==> src/rtl/preamp_rst_pkg.sv <==
package preamp_rst_pkg;

  typedef enum logic [1:0] {
    RATE_FASTEST = 2'd0,
    RATE_FAST    = 2'd1,
    RATE_SLOW    = 2'd2,
    RATE_SLOWEST = 2'd3
  } rate_code_e;

  localparam int NUM_RATES = 4;

  function automatic int period_log2(input int base_log2, input int step_log2, input int code);
    return base_log2 + step_log2 * code;
  endfunction

endpackage

==> src/rtl/prc_rate_timer.sv <==
module prc_rate_timer
  import preamp_rst_pkg::*;
#(
  parameter int BASE_LOG2 = 12,
  parameter int STEP_LOG2 = 2
) (
  input  logic       clk,
  input  logic       rst,
  input  logic       en,
  input  logic [1:0] rate,
  output logic       tick
);
  localparam int CW = period_log2(BASE_LOG2, STEP_LOG2, NUM_RATES - 1);

  logic [CW-1:0] cnt;
  logic [CW-1:0] lim [NUM_RATES];

  for (genvar g = 0; g < NUM_RATES; g++) begin : g_lim
    assign lim[g] = CW'((64'd1 << period_log2(BASE_LOG2, STEP_LOG2, g)) - 64'd1);
  end

  assign tick = en && (cnt >= lim[rate]);

  always_ff @(posedge clk) begin
    if (rst || !en) cnt <= '0;
    else if (tick)  cnt <= '0;
    else            cnt <= cnt + CW'(1);
  end

  AST_IDLE_CLEAR: assert property (@(posedge clk) disable iff (rst) !en |=> cnt == '0);
  AST_CNT_BOUND:  assert property (@(posedge clk) disable iff (rst) en && !tick |=> cnt == $past(cnt) + CW'(1));

endmodule

==> src/rtl/prc_pulse_gen.sv <==
module prc_pulse_gen #(
  parameter int PULSE_W = 8
) (
  input  logic clk,
  input  logic rst,
  input  logic req,
  output logic start,
  output logic pulse
);
  localparam int LW = (PULSE_W > 1) ? $clog2(PULSE_W) : 1;

  logic [LW-1:0] left;

  assign start = req && !pulse;

  always_ff @(posedge clk) begin
    if (rst) begin
      pulse <= 1'b0;
      left  <= '0;
    end else if (start) begin
      pulse <= 1'b1;
      left  <= LW'(PULSE_W - 1);
    end else if (pulse) begin
      if (left == '0) pulse <= 1'b0;
      else            left  <= left - LW'(1);
    end
  end

  AST_HOLD_WIDTH:  assert property (@(posedge clk) disable iff (rst) pulse && left != '0 |=> pulse);
  AST_IGNORE_BUSY: assert property (@(posedge clk) disable iff (rst) pulse && req && left != '0 |=> left == $past(left) - LW'(1));

endmodule

==> src/rtl/prc_cal_seq.sv <==
module prc_cal_seq (
  input  logic clk,
  input  logic rst,
  input  logic cal_en,
  input  logic cal_arm,
  input  logic start,
  output logic cal_dis
);
  logic armed;

  always_ff @(posedge clk) begin
    if (rst) begin
      armed   <= 1'b0;
      cal_dis <= 1'b0;
    end else begin
      cal_dis <= cal_en && armed && start;
      armed   <= cal_en && (cal_arm || (armed && !start));
    end
  end

  AST_DISARM:     assert property (@(posedge clk) disable iff (rst) !cal_en |=> !armed);
  AST_SPENT_ARM:  assert property (@(posedge clk) disable iff (rst) cal_dis && !$past(cal_arm) |-> !armed);

endmodule

==> src/rtl/preamp_rst_ctrl.sv <==
module preamp_rst_ctrl
  import preamp_rst_pkg::*;
#(
  parameter int BASE_LOG2 = 12,
  parameter int STEP_LOG2 = 2,
  parameter int PULSE_W   = 8
) (
  input  logic       clk,
  input  logic       rst,
  input  logic       int_rst_en,
  input  logic [1:0] rate_sel,
  input  logic       ext_rst_req,
  input  logic       cal_en,
  input  logic       cal_arm,
  output logic       preamp_rst,
  output logic       cal_dis
);
  logic int_tick;
  logic rst_start;

  prc_rate_timer #(
    .BASE_LOG2(BASE_LOG2),
    .STEP_LOG2(STEP_LOG2)
  ) u_timer (
    .clk  (clk),
    .rst  (rst),
    .en   (int_rst_en),
    .rate (rate_sel),
    .tick (int_tick)
  );

  prc_pulse_gen #(
    .PULSE_W(PULSE_W)
  ) u_pulse (
    .clk   (clk),
    .rst   (rst),
    .req   (int_tick || ext_rst_req),
    .start (rst_start),
    .pulse (preamp_rst)
  );

  prc_cal_seq u_cal (
    .clk     (clk),
    .rst     (rst),
    .cal_en  (cal_en),
    .cal_arm (cal_arm),
    .start   (rst_start),
    .cal_dis (cal_dis)
  );

  AST_DIS_ALIGNED:  assert property (@(posedge clk) disable iff (rst) cal_dis |-> $rose(preamp_rst));
  AST_DIS_NEEDS_EN: assert property (@(posedge clk) disable iff (rst) cal_dis |-> $past(cal_en));
  AST_DIS_SINGLE:   assert property (@(posedge clk) disable iff (rst) cal_dis |=> !cal_dis);
  AST_RST_SOURCE:   assert property (@(posedge clk) disable iff (rst) $rose(preamp_rst) |-> $past(ext_rst_req) || $past(int_tick));

endmodule

==> config.mk <==
export PLATFORM = sky130hd
export DESIGN_NAME = preamp_rst_ctrl
export DESIGN_NICKNAME = d
export VERILOG_FILES = /design/src/rtl/preamp_rst_pkg.sv /design/src/rtl/prc_rate_timer.sv /design/src/rtl/prc_pulse_gen.sv /design/src/rtl/prc_cal_seq.sv /design/src/rtl/preamp_rst_ctrl.sv
export SDC_FILE = /design/constraint.sdc
export NUM_CORES = 1
export LEC_CHECK = 0
export BUFFER_PORTS_ARGS = -buffer_cell sky130_fd_sc_hd__buf_4
export CORE_MARGIN = 2
export CORE_UTILIZATION = 35
export CTS_BUF_LIST = sky130_fd_sc_hd__clkbuf_2
export CTS_CLUSTER_SIZE = 30
export DETAILED_ROUTE_END_ITERATION = 16
export GPL_TIMING_DRIVEN = 0
export HOLD_SLACK_MARGIN = 0.08
export PLACE_DENSITY = 0.58
export SYNTH_ARGS = -nofsm -noshare
export SYNTH_HDL_FRONTEND = slang
export SYNTH_HIERARCHICAL = 1
export SYNTH_SLANG_ARGS = --single-unit
==> constraint.sdc <==
create_clock -name clk -period 3.3 [get_ports clk]
set_input_delay 0.165 -clock clk [delete_from_list [all_inputs] [get_ports clk]]
set_output_delay 0.165 -clock clk [all_outputs]
set_load 0.01 [all_outputs]
# Yosys cells after proc, flatten, opt, wreduce, memory -nomap -nowiden
# Cells that the tools add are included.
[op_classes]
n_addsub = 2
order_cmp = 2
n_eq_ne = 1
mux = 9
bitwise = 1
n_reduce_logical = 16
[ops]
columns = ["cell", "count"]
rows = [
  ["$bmux W18 S2", 1],
  ["$mux W18", 2],
  ["$add A18 B1 Y18 const B", 1],
  ["$ge A18 B18 Y1", 1],
  ["$mux W3", 3],
  ["$logic_and A1 B1 Y1", 6],
  ["$ge A3 B3 Y1 const B", 1],
  ["$logic_not A1 Y1", 3],
  ["$logic_not A3 Y1", 1],
  ["$logic_or A1 B1 Y1", 3],
  ["$mux W1", 3],
  ["$not A2 Y3", 1],
  ["$sub A3 B1 Y3 const B", 1],
  ["$ne A2 B1 Y1 const B", 1],
  ["$reduce_and A2 Y1", 1],
  ["$reduce_bool A2 Y1", 1],
  ["$reduce_or A2 Y1", 1],
]
[totals]
ff_bits = 24
inputBits = 8
wordCells = 36

# Longest topological paths before layout
# Gate-level depths: netlist of run 1.
[depth]
ltp_word = 12
ltp_mapped = 10
depth_no_buf = 10

# Cells and area by module
# Netlist of run 1, hierarchy kept.
[modules_own_cells]
columns = ["module", "instances", "cells_each", "area_each_um2", "seq_area_each_um2"]
rows = [
  ["prc_rate_timer", 1, 109, 933.4, 360.3],
  ["prc_pulse_gen", 1, 21, 197.7, 80.1],
  ["prc_cal_seq", 1, 6, 70.1, 40.0],
  ["preamp_rst_ctrl", 1, 1, 6.3, 0.0],
]

# Worst setup path before layout of run 1
# Ideal clock, no wire load.
[synth_timing]
kind = "reg-to-reg"
from = "register u_timer.cnt[0]"
to = "register u_cal.cal_dis"
setup_time_ns = 0.117
arrival_time_ns = 1.849
t_required_ns = 3.183
path_slack_ns = 1.333
path_stages_with_launch = 10
n_path_buf = 1
cell_sequence = "dfxtp_1 > ha_1 > and4_1 > and4_1 > clkbuf_1 > a21oi_1 > nor2b_1 > or2_1 > nor2b_2 > and4_2"
[synth_between]
elab_chain_cells = 5
[synth_rtl]
columns = ["element", "line", "rtl"]
rows = [
  ["from (decl)", "prc_rate_timer.sv:15", "logic [CW-1:0] cnt;"],
  ["from (signal assigned)", "prc_rate_timer.sv:27", "else cnt <= cnt + CW'(1);"],
  ["$ge A18 B18 Y1", "prc_rate_timer.sv:22", "assign tick = en && (cnt >= lim[rate]);"],
  ["$logic_and A1 B1 Y1", "prc_rate_timer.sv:22", ""],
  ["via int_tick", "preamp_rst_ctrl.sv:18", "logic int_tick;"],
  ["$logic_or A1 B1 Y1", "preamp_rst_ctrl.sv:37", ".req (int_tick || ext_rst_req),"],
  ["$logic_and A1 B1 Y1", "prc_pulse_gen.sv:14", "assign start = req && !pulse;"],
  ["via rst_start", "preamp_rst_ctrl.sv:19", "logic rst_start;"],
  ["$logic_and A1 B1 Y1", "prc_cal_seq.sv:16", "cal_dis <= cal_en && armed && start;"],
  ["to (signal assigned)", "prc_cal_seq.sv:16", ""],
  ["to (decl)", "prc_cal_seq.sv:7", "output logic cal_dis"],
]
# The timed path passes the listed nets, and every way through them passes these cells.
# A chain may end at the register's enable or synchronous reset.

# Worst setup path after layout of run 1
[layout_timing]
from = "register u_timer.cnt[0]"
to = "register u_cal.armed"
[layout_between]
elab_chain_cells = 8
[layout_rtl]
columns = ["element", "line", "rtl"]
rows = [
  ["$ge A18 B18 Y1", "prc_rate_timer.sv:22", ""],
  ["$logic_and A1 B1 Y1", "prc_rate_timer.sv:22", ""],
  ["via int_tick", "preamp_rst_ctrl.sv:18", ""],
  ["$logic_or A1 B1 Y1", "preamp_rst_ctrl.sv:37", ""],
  ["$logic_and A1 B1 Y1", "prc_pulse_gen.sv:14", ""],
  ["via rst_start", "preamp_rst_ctrl.sv:19", ""],
  ["$logic_not A1 Y1", "prc_cal_seq.sv:17", "armed <= cal_en && (cal_arm || (armed && !start));"],
  ["$logic_and A1 B1 Y1", "prc_cal_seq.sv:17", ""],
  ["$logic_or A1 B1 Y1", "prc_cal_seq.sv:17", ""],
  ["$logic_and A1 B1 Y1", "prc_cal_seq.sv:17", ""],
  ["to (signal assigned)", "prc_cal_seq.sv:17", ""],
  ["to (decl)", "prc_cal_seq.sv:9", "logic armed;"],
]
# The timed path passes the listed nets, and every way through them passes these cells.

==> impl_metrics.ini, run 1 <==
[final_layout]
diodes = 0
final_core_util_pct = 42.2
drive_above_1_share_pct = 16.3
syn_to_final_growth_pct = 16.6
nets = 171

[grt]
grtUsageTotal_pct = 12.6
grt_max_degree = 15
grt_pass1_wl_mm = 4.08
antenna_found_initial = 0
grt_pass1_vias = 975
grt_overflow = 0

[synth]
ys_seq_area_share_pct = 39.8
synth.avg_cell_area_um2 = 8.81
synth_seq_cells = 24
syn_nets = 154
synth.most_common_cell = dfxtp_1
syn-cell-area_um2 = 1210
async_reset_ff_share_pct = 0
yosys-top-cells-count = dfxtp_1 (24), nor2_1 (18), a21oi_1 (12)
synth_top_area_cell = dfxtp_1
ys_types = 34
synth_top_area_share_pct = 39.8
synthCells = 137
ys_warn_count = 6
synth.area.top_cells = dfxtp_1 (40%), ha_1 (9.3%), nor2_1 (5.6%)
synth_ff_type = dfxtp_1
synth_edf_count = 0

[min_path]
hold_path_class = in -> reg

[sta]
post-route-period-util_pct = 83.3
finalCriticalPeriod_ps = 2750
maxSlewHeadroom_pct = 82.9
slew_viol_final = 0
fmax_mhz = 364
tns_ps = 0
setup_viol = 0
rsz0062_at_grt = no
hold_viol = 0
finalClockSkew_ps = 2.63
worst_pin_slew_ps = 256

[floorplan]
fp.dieW_um = 62.7
initial_core_util_pct = 36.2
dieHeight_um = 62.7
ios = 10
core_um2 = 3340
rows = 21
die_area_um2 = 3940

[worst_setup_path]
crit_required_ps = 3560
crit_type = reg -> reg
crit_arrival_ps = 3010
cp-end-kind = register
path_max_fanout = 5
start_kind = register

[clocking]
cts_buffers = 3
cts_root_buf = clkbuf_2
clock-sinks = 24
htreeDepth = 1
clock_latency_ps = 340
clockBufferDepth = 2
cts.clk_slew.worst_paths_ps = 220
cts_tree = yes
post_cts_buffers = 0

[power]
p_per_area_nw_per_um2 = 391
p_total_mw = 0.551
ir_drop_mv = 0.223
power_leakage_nw = 0.548

[routing]
routed-via-count = 958
wirelength_mm = 2.07
viasPerCell = 4.81
routedWlPerCell_um = 10.4
drc = 0
drtPass1Iterations = 4
drtIter0Drc = 55
ant_nets = 0

[placed_design]
dp_hpwl_mm = 1.55
gp_congestion = 0.736
port_buffers = 9

[flow_run]
drv_cap = 0

[outcome]
run_status = finished, final reports clean
logic make-up (layout without fill, tap and decap cells):
logic type / after synthesis / count (layout) / synth area share [%]
AND/OR/NAND/NOR: 57 / 57 / 26.1
AO/OA/AOI/OAI: 24 / 24 / 12.7
flip-flops: 24 / 24 / 39.8
buffers and inverters: 12 / 28 / 4.04
XOR/XNOR: 11 / 11 / 7.98
adder cells (fa/ha/maj): 9 / 9 / 9.33
what timing repair did:
action / CTS / global route
endpoints found under the hold margin: 5 / 0
hold buffers: 3 / 0
gates resized for setup: 0 / 0
worst paths after layout:
kind / endpoint / slack, ps / from / cells after the start
max: u_cal/armed$_SDFF_PP0_ / 550 / u_timer/cnt[0]$_SDFF_PP0_ / 11
min: u_timer/cnt[16]$_SDFF_PP0_ / 340 / int_rst_en / 5
max reg2reg: u_cal/armed$_SDFF_PP0_ / 550 / u_timer/cnt[0]$_SDFF_PP0_ / 11
min reg2reg: u_timer/cnt[0]$_SDFF_PP0_ / 470 / u_timer/cnt[0]$_SDFF_PP0_ / 1
final cells by class:
| cell class | instances | area, um2 |
|---|---|---|
| clock inverters | 1 | 30.0 |
| clock buffers | 3 | 15.0 |
| well taps | 46 | 57.6 |
| multi-input cells | 101 | 678 |
| repair buffers | 12 | 97.6 |
| plain buffers | 4 | 18.8 |
| inverters | 8 | 30.0 |
| fillers | 349 | 1930 |
| flip-flops and latches | 24 | 480 |
per-layer routing:
metal	vias up	global-route usage, %	routed length (um)
met2	8	22.0	936
met4	0	0.833	5
li1	508	-	-
met1	440	15.6	1060
met3	2	4.32	67
met5	-	0	0
through the flow:
step	hold slack (ps)	setup WS, ps	area, um2	std cells
5_1_grt	351	276	1410	199
4_1_cts	318	552	1410	199
2_1_floorplan	234	1330	1210	137
6_report	336	550	1410	199
3_3_place_gp	370	1150	1330	192
3_5_place_dp	379	1130	1330	192
placed cells by master (no fill, tap or decap):
cell type,netlist,final
or3_2,2,2
and4_2,2,2
or2_1,1,1
dfxtp_1,24,24
a31oi_1,1,1
a31o_2,1,1
buf_2,3,3
dlygate4sd3_1,0,3
a31o_1,2,2
bufinv_16,0,1
inv_1,8,8
nand2b_1,1,1
xnor2_1,6,6
ha_1,9,9
nor3_1,2,2
clkbuf_2,0,3
nand4_1,4,4
nor2_1,18,18
or4_1,3,3
o211a_1,1,1
a21oi_2,1,1
buf_4,0,9
xor2_1,5,5
and3_1,1,1
and2_1,1,1
nor2b_1,2,2
o31ai_1,2,2
o21ai_0,2,2
nand2_1,11,11
a211o_1,1,1
nand3_1,3,3
a21oi_1,12,12
and4_1,3,3
nand4_2,1,1
nand2b_4,1,1
nor2b_2,1,1
clkbuf_1,1,1
o221ai_1,1,1
registers in the layout, indices dropped and copies added, names as in the netlist:
name,flops
u_pulse/left,3
u_timer/cnt,18
u_cal/armed,1
u_cal/cal_dis,1
u_pulse/pulse,1
where the power goes:
group	switching [mW]	internal, mW	total [mW]	leakage, nW
combinational	0.0273	0.0270	0.0543	0.327
clock	0.0883	0.104	0.193	0.0266
sequential	0.00555	0.298	0.304	0.195
worst max-delay path, cell delays in order (launching register included):
cell           delay, ps
dfxtp_1              400
ha_1                 210
and4_1               310
and4_1               210
clkbuf_1             220
a21oi_1              110
nor2b_1              100
or2_1                 90
nor2b_2              220
nor2b_1               70
o211a_1              200
dlygate4sd3_1        540
(Power assumes the default switching activity.)
==> inputs of run 2 (changes only) <==
--- a/config.mk
+++ b/config.mk
@@ -5,6 +5,7 @@
 export SDC_FILE = /design/constraint.sdc
 export NUM_CORES = 1
 export LEC_CHECK = 0
+export ABC_AREA = 1
 export BUFFER_PORTS_ARGS = -buffer_cell sky130_fd_sc_hd__buf_4
 export CORE_MARGIN = 2
 export CORE_UTILIZATION = 35
==> constraint.sdc (replaced) <==
create_clock -name clk -period 2.6 [get_ports clk]
set_input_delay 0.13 -clock clk [delete_from_list [all_inputs] [get_ports clk]]
set_output_delay 0.13 -clock clk [all_outputs]
set_load 0.01 [all_outputs]
==> impl_metrics.ini, run 2 <==
[synth]
synth_compound_area_share_pct = 7.15
synth_top_area_share_pct = 34.8
synth_ff_type = dfxtp_1
muxShareOfSynthArea_pct = 0
synth_fa_ha_area_share_pct = 8.14
synth.area.top_cells = dfxtp_1 (35%), nand2_1 (14%), ha_1 (8.1%)
syn-cell-area_um2 = 1380
ys_warn_count = 6
synth_seq_cells = 24
synth.avg_cell_area_um2 = 7.24
async_reset_ff_share_pct = 0
synth.most_common_cell = nand2_1
synth_top_area_cell = dfxtp_1
synth_top_family_by_area = simple AND/OR/NAND/NOR gates
yosys-top-cells-count = nand2_1 (50), nor2_1 (29), dfxtp_1 (24), inv_1 (24), nor2_2 (11)
ys_types = 22
synthCells = 191
synth_xor_area_share_pct = 6.33
synth_edf_count = 0
syn_nets = 208
synthSimpleGateAreaFrac_pct = 34.8
ys_seq_area_share_pct = 34.8

[worst_setup_path]
path_depth = 15
path_cells = ha_1 -> nand2_2 -> nor2_4 -> nand2_4 -> nor2_4 -> nand2_2 -> a21oi_1 -> inv_1 -> nand2_1 -> nand2_1 -> inv_2 -> inv_1 -> nand2_1 -> a21oi_2 -> dlygate4sd3_1
crit_arrival_ps = 2600
path_common_cell = nand2_1
crit_slowest_cell = dlygate4sd3_1
crit_type = reg -> reg
cp-end-kind = register
crit_required_ps = 2840
critPathLaunch = u_timer/cnt[0]$_SDFF_PP0_
r2r_start = u_timer/cnt[0]$_SDFF_PP0_
rr_worst_depth = 15
cp_slowest_stage_delay_ps = 540
timing.critical_path.buf_inv = 4
critPathCapture = u_cal/armed$_SDFF_PP0_
r2r_slack_ps = 240
start_kind = register
critical-path-top-delay-family = simple AND/OR/NAND/NOR gates
path_max_fanout = 5
regToRegEndpoint = u_cal/armed$_SDFF_PP0_

[final_layout]
diodes = 0
largest_reg_flops = 18
syn_to_final_growth_pct = 13.6
largest_register = u_timer/cnt
fin_area_um2 = 1570
fillers = 414
drive_above_1_share_pct = 19.2
nets = 226
reg_top3 = u_timer/cnt x18, u_pulse/left x3
final_common_cell = nand2_1
final_cell_mix = nand2_1 (50), nor2_1 (29), inv_1 (24)

[floorplan]
die_area_um2 = 4470
dieHeight_um = 66.9
ios = 10
core_um2 = 3720
rows = 22
fp.dieW_um = 66.9
initial_core_util_pct = 37.2

[sta]
slew_viol_final = 0
setup_viol = 0
hold_viol = 0
hold_ws_ps = 228
tns_ps = 0
worst_pin_slew_ps = 269
fmax_mhz = 424
maxSlewHeadroom_pct = 82.0
finalClockSkew_ps = 21.4
fin_ws_ps = 240
rsz0062_at_grt = no
finalCriticalPeriod_ps = 2360
post-route-period-util_pct = 90.8

[min_path]
hold_path_class = in -> reg

[routing]
drc = 0
ant_nets = 0
viasPerCell = 4.33
drtIter0Drc = 64
routedWlPerCell_um = 9.03
drtPass1Iterations = 4
routed-via-count = 1108
wirelength_mm = 2.31

[clocking]
clockBufferDepth = 2
htreeDepth = 1
cts_tree = yes
cts_buffers = 3
clock-sinks = 24
cts.clk_slew.worst_paths_ps = 210
cts_root_buf = clkbuf_2
clock_latency_ps = 340

[grt]
grt_max_degree = 14
grt_pass1_vias = 1030
grtUsageTotal_pct = 12.3
grt_overflow = 0
antenna_found_initial = 0
grt_pass1_wl_mm = 4.25

[power]
pwr-share-comb_pct = 14.2
ir_drop_mv = 0.235
p_total_mw = 0.617
power.internal_mw = 0.451
p_per_area_nw_per_um2 = 393
pwr-share-seq_pct = 62.4
power_leakage_nw = 0.619
sw_frac_of_total_pct = 27.0
power_frac_clock_pct = 23.4
p_switching_mw = 0.166

[placed_design]
dp_hpwl_mm = 1.77
preCtsSetupSlack_ps = 753
place_area_um2 = 1510
port_buffers = 9
gp_congestion = 0.770

[outcome]
run_status = finished, final reports clean

[flow_run]
drv_cap = 0
-- run 2: cell count changes after synthesis, sizes merged, moves of 5 or more --
cell / before / now
and4: 5 / 0
inv: 8 / 27
nand2: 11 / 54
nand4: 5 / 0
nor2: 18 / 42
-- run 2: through the flow --
step / instances / utilization [%]
floorplan: 191 / -
global placement: 248 / 40.6
detailed placement: 248 / 40.6
CTS: 256 / 42.2
global route: 256 / 42.3
finish: 256 / 42.3
-- run 2: how the worst min path moves through the flow --
stage	end	slack, ps	depth (start not counted)	start
floorplan	u_pulse/left[2]$_SDFFE_PP0P_	190	1	rst
global placement	u_pulse/left[2]$_SDFFE_PP0P_	350	2	rst
detailed placement	u_pulse/left[2]$_SDFFE_PP0P_	350	2	rst
CTS	u_pulse/left[2]$_SDFFE_PP0P_	210	5	ext_rst_req
global route	u_pulse/left[2]$_SDFFE_PP0P_	190	5	ext_rst_req
finish	u_pulse/left[2]$_SDFFE_PP0P_	230	5	ext_rst_req
-- run 2: area by class of cell --
cell class / instances / area [um2] / share of cell area (%)
Sequential cell: 24 / 482 / 30.7
Multi-Input combinational cell: 139 / 781 / 49.7
Timing Repair Buffer: 13 / 108 / 6.85
Clock buffer: 3 / 15.0 / 0.956
Tap cell: 48 / 60.1 / 3.82
Buffer: 1 / 20.0 / 1.27
Inverter: 27 / 101 / 6.45
Clock inverter: 1 / 3.75 / 0.239
-- run 2: logic make-up after synthesis --
logic type,after synthesis
adders and majority gates,9
and+or+nand+nor,104
xor gates and xnor gates,10
AOI/OAI and AO/OA,16
DFF,24
buffers and inverters,28
-- run 2: worst min-delay path, stage by stage --
cell and delay (ps):
buf_4 80, inv_1 30, nand2_1 70, o21ai_0 90
a21oi_2 140
-- run 2: timing repair --
item,in CTS,in global routing
gates resized for setup,0,1
buffers inserted,0,0
setup endpoints to repair,0,1
hold buffers,4,0
hold endpoints to repair,6,0
-- run 2: layer usage --
metal	global-route usage [%]	up-vias	wire length, um
met4	2.30	0	8
li1	-	613	-
met3	4.39	2	77
met1	15.8	482	1200
met5	0	-	0
met2	19.9	11	1020
-- run 2: power groups by stage --
stage	clock network (mW)	registers (mW)	logic, mW
after floorplan	0	0.392	0.0613
after global routing	0.175	0.387	0.101
after global placement	0	0.392	0.0829
after detailed placement	0	0.392	0.0840
after CTS	0.153	0.385	0.0887
final	0.144	0.385	0.0877
==> inputs of run 3 (changes only) <==
--- a/config.mk
+++ b/config.mk
@@ -8,13 +8,13 @@
 export ABC_AREA = 1
 export BUFFER_PORTS_ARGS = -buffer_cell sky130_fd_sc_hd__buf_4
 export CORE_MARGIN = 2
-export CORE_UTILIZATION = 35
+export CORE_UTILIZATION = 61
 export CTS_BUF_LIST = sky130_fd_sc_hd__clkbuf_2
 export CTS_CLUSTER_SIZE = 30
 export DETAILED_ROUTE_END_ITERATION = 16
 export GPL_TIMING_DRIVEN = 0
 export HOLD_SLACK_MARGIN = 0.08
-export PLACE_DENSITY = 0.58
+export PLACE_DENSITY = 0.92
 export SYNTH_ARGS = -nofsm -noshare
 export SYNTH_HDL_FRONTEND = slang
 export SYNTH_HIERARCHICAL = 1
==> impl_metrics.ini, run 3 (synthesized netlist as in run 2, its figures left out) <==
[routing]
routed-via-count = 1189
routedWlPerCell_um = 11.1
drtIter0Drc = 24
viasPerCell = 5.04
ant_nets = 0
wl_met3_um = 106
drtPass1Iterations = 4
drc = 0
m1WireLength_mm = 1.05
wl_met2_mm = 1.40
top_layer = met4
wirelength_mm = 2.62

[final_layout]
drive_above_1_share_pct = 19.7
final_cell_mix = nand2_1 (50), nor2_1 (29), inv_1 (24)
area.sequential_um2 = 483
diodes = 0
fillers = 177
final_common_cell = nand2_1
multiInputGateArea_um2 = 781
nets = 226
largest_reg_flops = 18
reg_top3 = u_timer/cnt x18, u_pulse/left x3
largest_register = u_timer/cnt
syn_to_final_growth_pct = 11.9

[power]
ir_drop_mv = 0.368
pwr-share-seq_pct = 63.0
pwr-share-comb_pct = 14.7
power.internal_mw = 0.451
p_switching_mw = 0.162
power_frac_clock_pct = 22.4
power_leakage_nw = 0.619
p_per_area_nw_per_um2 = 396
sw_frac_of_total_pct = 26.4

[grt]
grt_pass1_vias = 1161
grt_max_degree = 14
grt_pass1_wl_mm = 4.40
grt_overflow = 0
grtUsageTotal_pct = 21.8
antenna_found_initial = 0

[placed_design]
gp_congestion = 0.865
dp_hpwl_mm = 1.94
preCtsSetupSlack_ps = 764
port_buffers = 9

[worst_setup_path]
path_cells = ha_1 -> nand2_1 -> inv_1 -> nand2_1 -> nor2_1 -> nor2_1 -> a21oi_1 -> inv_1 -> nand2_1 -> nand2_1 -> inv_2 -> inv_1 -> nand2_1 -> a21oi_2 -> dlygate4sd3_1
critical-path-top-delay-family = buffers and inverters
cp-end-kind = register
rr_worst_depth = 15
crit_slowest_cell = dlygate4sd3_1
path_depth = 15
regToRegEndpoint = u_cal/armed$_SDFF_PP0_
timing.critical_path.buf_inv = 5
cp_slowest_stage_delay_ps = 540
path_max_fanout = 5
r2r_slack_ps = 220
r2r_start = u_timer/cnt[14]$_SDFF_PP0_
start_kind = register
crit_required_ps = 2880
path_common_cell = nand2_1
crit_type = reg -> reg
crit_arrival_ps = 2660

[flow_run]
drv_cap = 0

[sta]
maxSlewHeadroom_pct = 83.3
slew_viol_final = 0
fin_ws_ps = 219
hold_viol = 0
finalCriticalPeriod_ps = 2380
tns_ps = 0
fmax_mhz = 420
post-route-period-util_pct = 91.6
worst_pin_slew_ps = 250
setup_viol = 0
finalClockSkew_ps = 13.4
rsz0062_at_grt = no

[floorplan]
ios = 10
dieHeight_um = 51.6
die_area_um2 = 2660
core_um2 = 2170
initial_core_util_pct = 63.7
fp.dieW_um = 51.6
rows = 17

[clocking]
cts_tree = yes
clockBufferDepth = 2
cts_buffers = 3
post_cts_buffers = 0
htreeDepth = 1
clock-sinks = 24
clock_latency_ps = 330
cts_root_buf = clkbuf_2
cts.clk_slew.worst_paths_ps = 210

[min_path]
hold_start = ext_rst_req
hold_path_class = in -> reg
hold_depth = 5
holdPathEnd = u_pulse/left[2]$_SDFFE_PP0P_

[outcome]
run_status = finished, final reports clean
==> run 3: cell counts in the layout (fill, tap and decap cells not counted) <==
No cell type changed its count.
==> run 3: worst max-delay path by stage <==
stage,startpoint,endpoint,slack (ps)
CTS,u_timer/cnt[0]$_SDFF_PP0_,u_cal/armed$_SDFF_PP0_,190
floorplan,u_timer/cnt[0]$_SDFF_PP0_,u_cal/armed$_SDFF_PP0_,940
detailed placement,u_timer/cnt[0]$_SDFF_PP0_,u_cal/armed$_SDFF_PP0_,760
finish,u_timer/cnt[14]$_SDFF_PP0_,u_cal/armed$_SDFF_PP0_,220
global route,u_timer/cnt[14]$_SDFF_PP0_,u_cal/armed$_SDFF_PP0_,7
global placement,u_timer/cnt[0]$_SDFF_PP0_,u_cal/armed$_SDFF_PP0_,810
==> run 3: metal layers <==
layer  track usage [%]  vias to the layer above
met4              10.1                        0
met1              21.9                      537
met5                 0                        -
li1                  -                      614
met3              6.61                        9
met2              40.6                       29
==> run 3: layout make-up <==
cell class                      count  area share (%)
Tap cell                           28            2.27
Inverter                           27            6.55
Clock inverter                      1           0.243
Buffer                              1            1.29
Multi-Input combinational cell    139            50.5
Timing Repair Buffer               13            6.96
Sequential cell                    24            31.2
Clock buffer                        3           0.971
==> run 3: power by group through the flow <==
stage / registers, mW / logic (mW) / clock network, mW
final: 0.386 / 0.0900 / 0.137
after global routing: 0.387 / 0.100 / 0.161
after CTS: 0.386 / 0.0905 / 0.143
after detailed placement: 0.393 / 0.0847 / 0
after global placement: 0.392 / 0.0793 / 0
after floorplan: 0.392 / 0.0613 / 0
==> run 3: per-stage QoR <==
stage | hold WS (ps) | std cells | total power, mW | cell area [um2] | utilization, %
after floorplan | 192 | 191 | 0.453 | 1380 | -
after global placement | 335 | 228 | 0.471 | 1490 | 68.5
after detailed placement | 338 | 228 | 0.477 | 1490 | 68.5
after CTS | 216 | 236 | 0.619 | 1540 | 71.2
after global routing | 227 | 236 | 0.648 | 1550 | 71.3
final | 230 | 236 | 0.613 | 1550 | 71.3
==> run 3: what timing repair did <==
action / 4_1_cts / 5_1_grt
endpoints found under the hold margin: 6 / 0
gates resized for setup: 0 / 2
setup endpoints to repair: 0 / 1
hold buffers: 4 / 0
==> run 3: worst reg2reg max path: stages (launching register included) <==
cell and delay (ps):
dfxtp_1 470, ha_1 270, nand2_1 80, inv_1 50, nand2_1 80, nor2_1 40
nor2_1 210, a21oi_1 110, inv_1 60, nand2_1 60, nand2_1 100, inv_2 60
inv_1 50, nand2_1 50, a21oi_2 110, dlygate4sd3_1 540
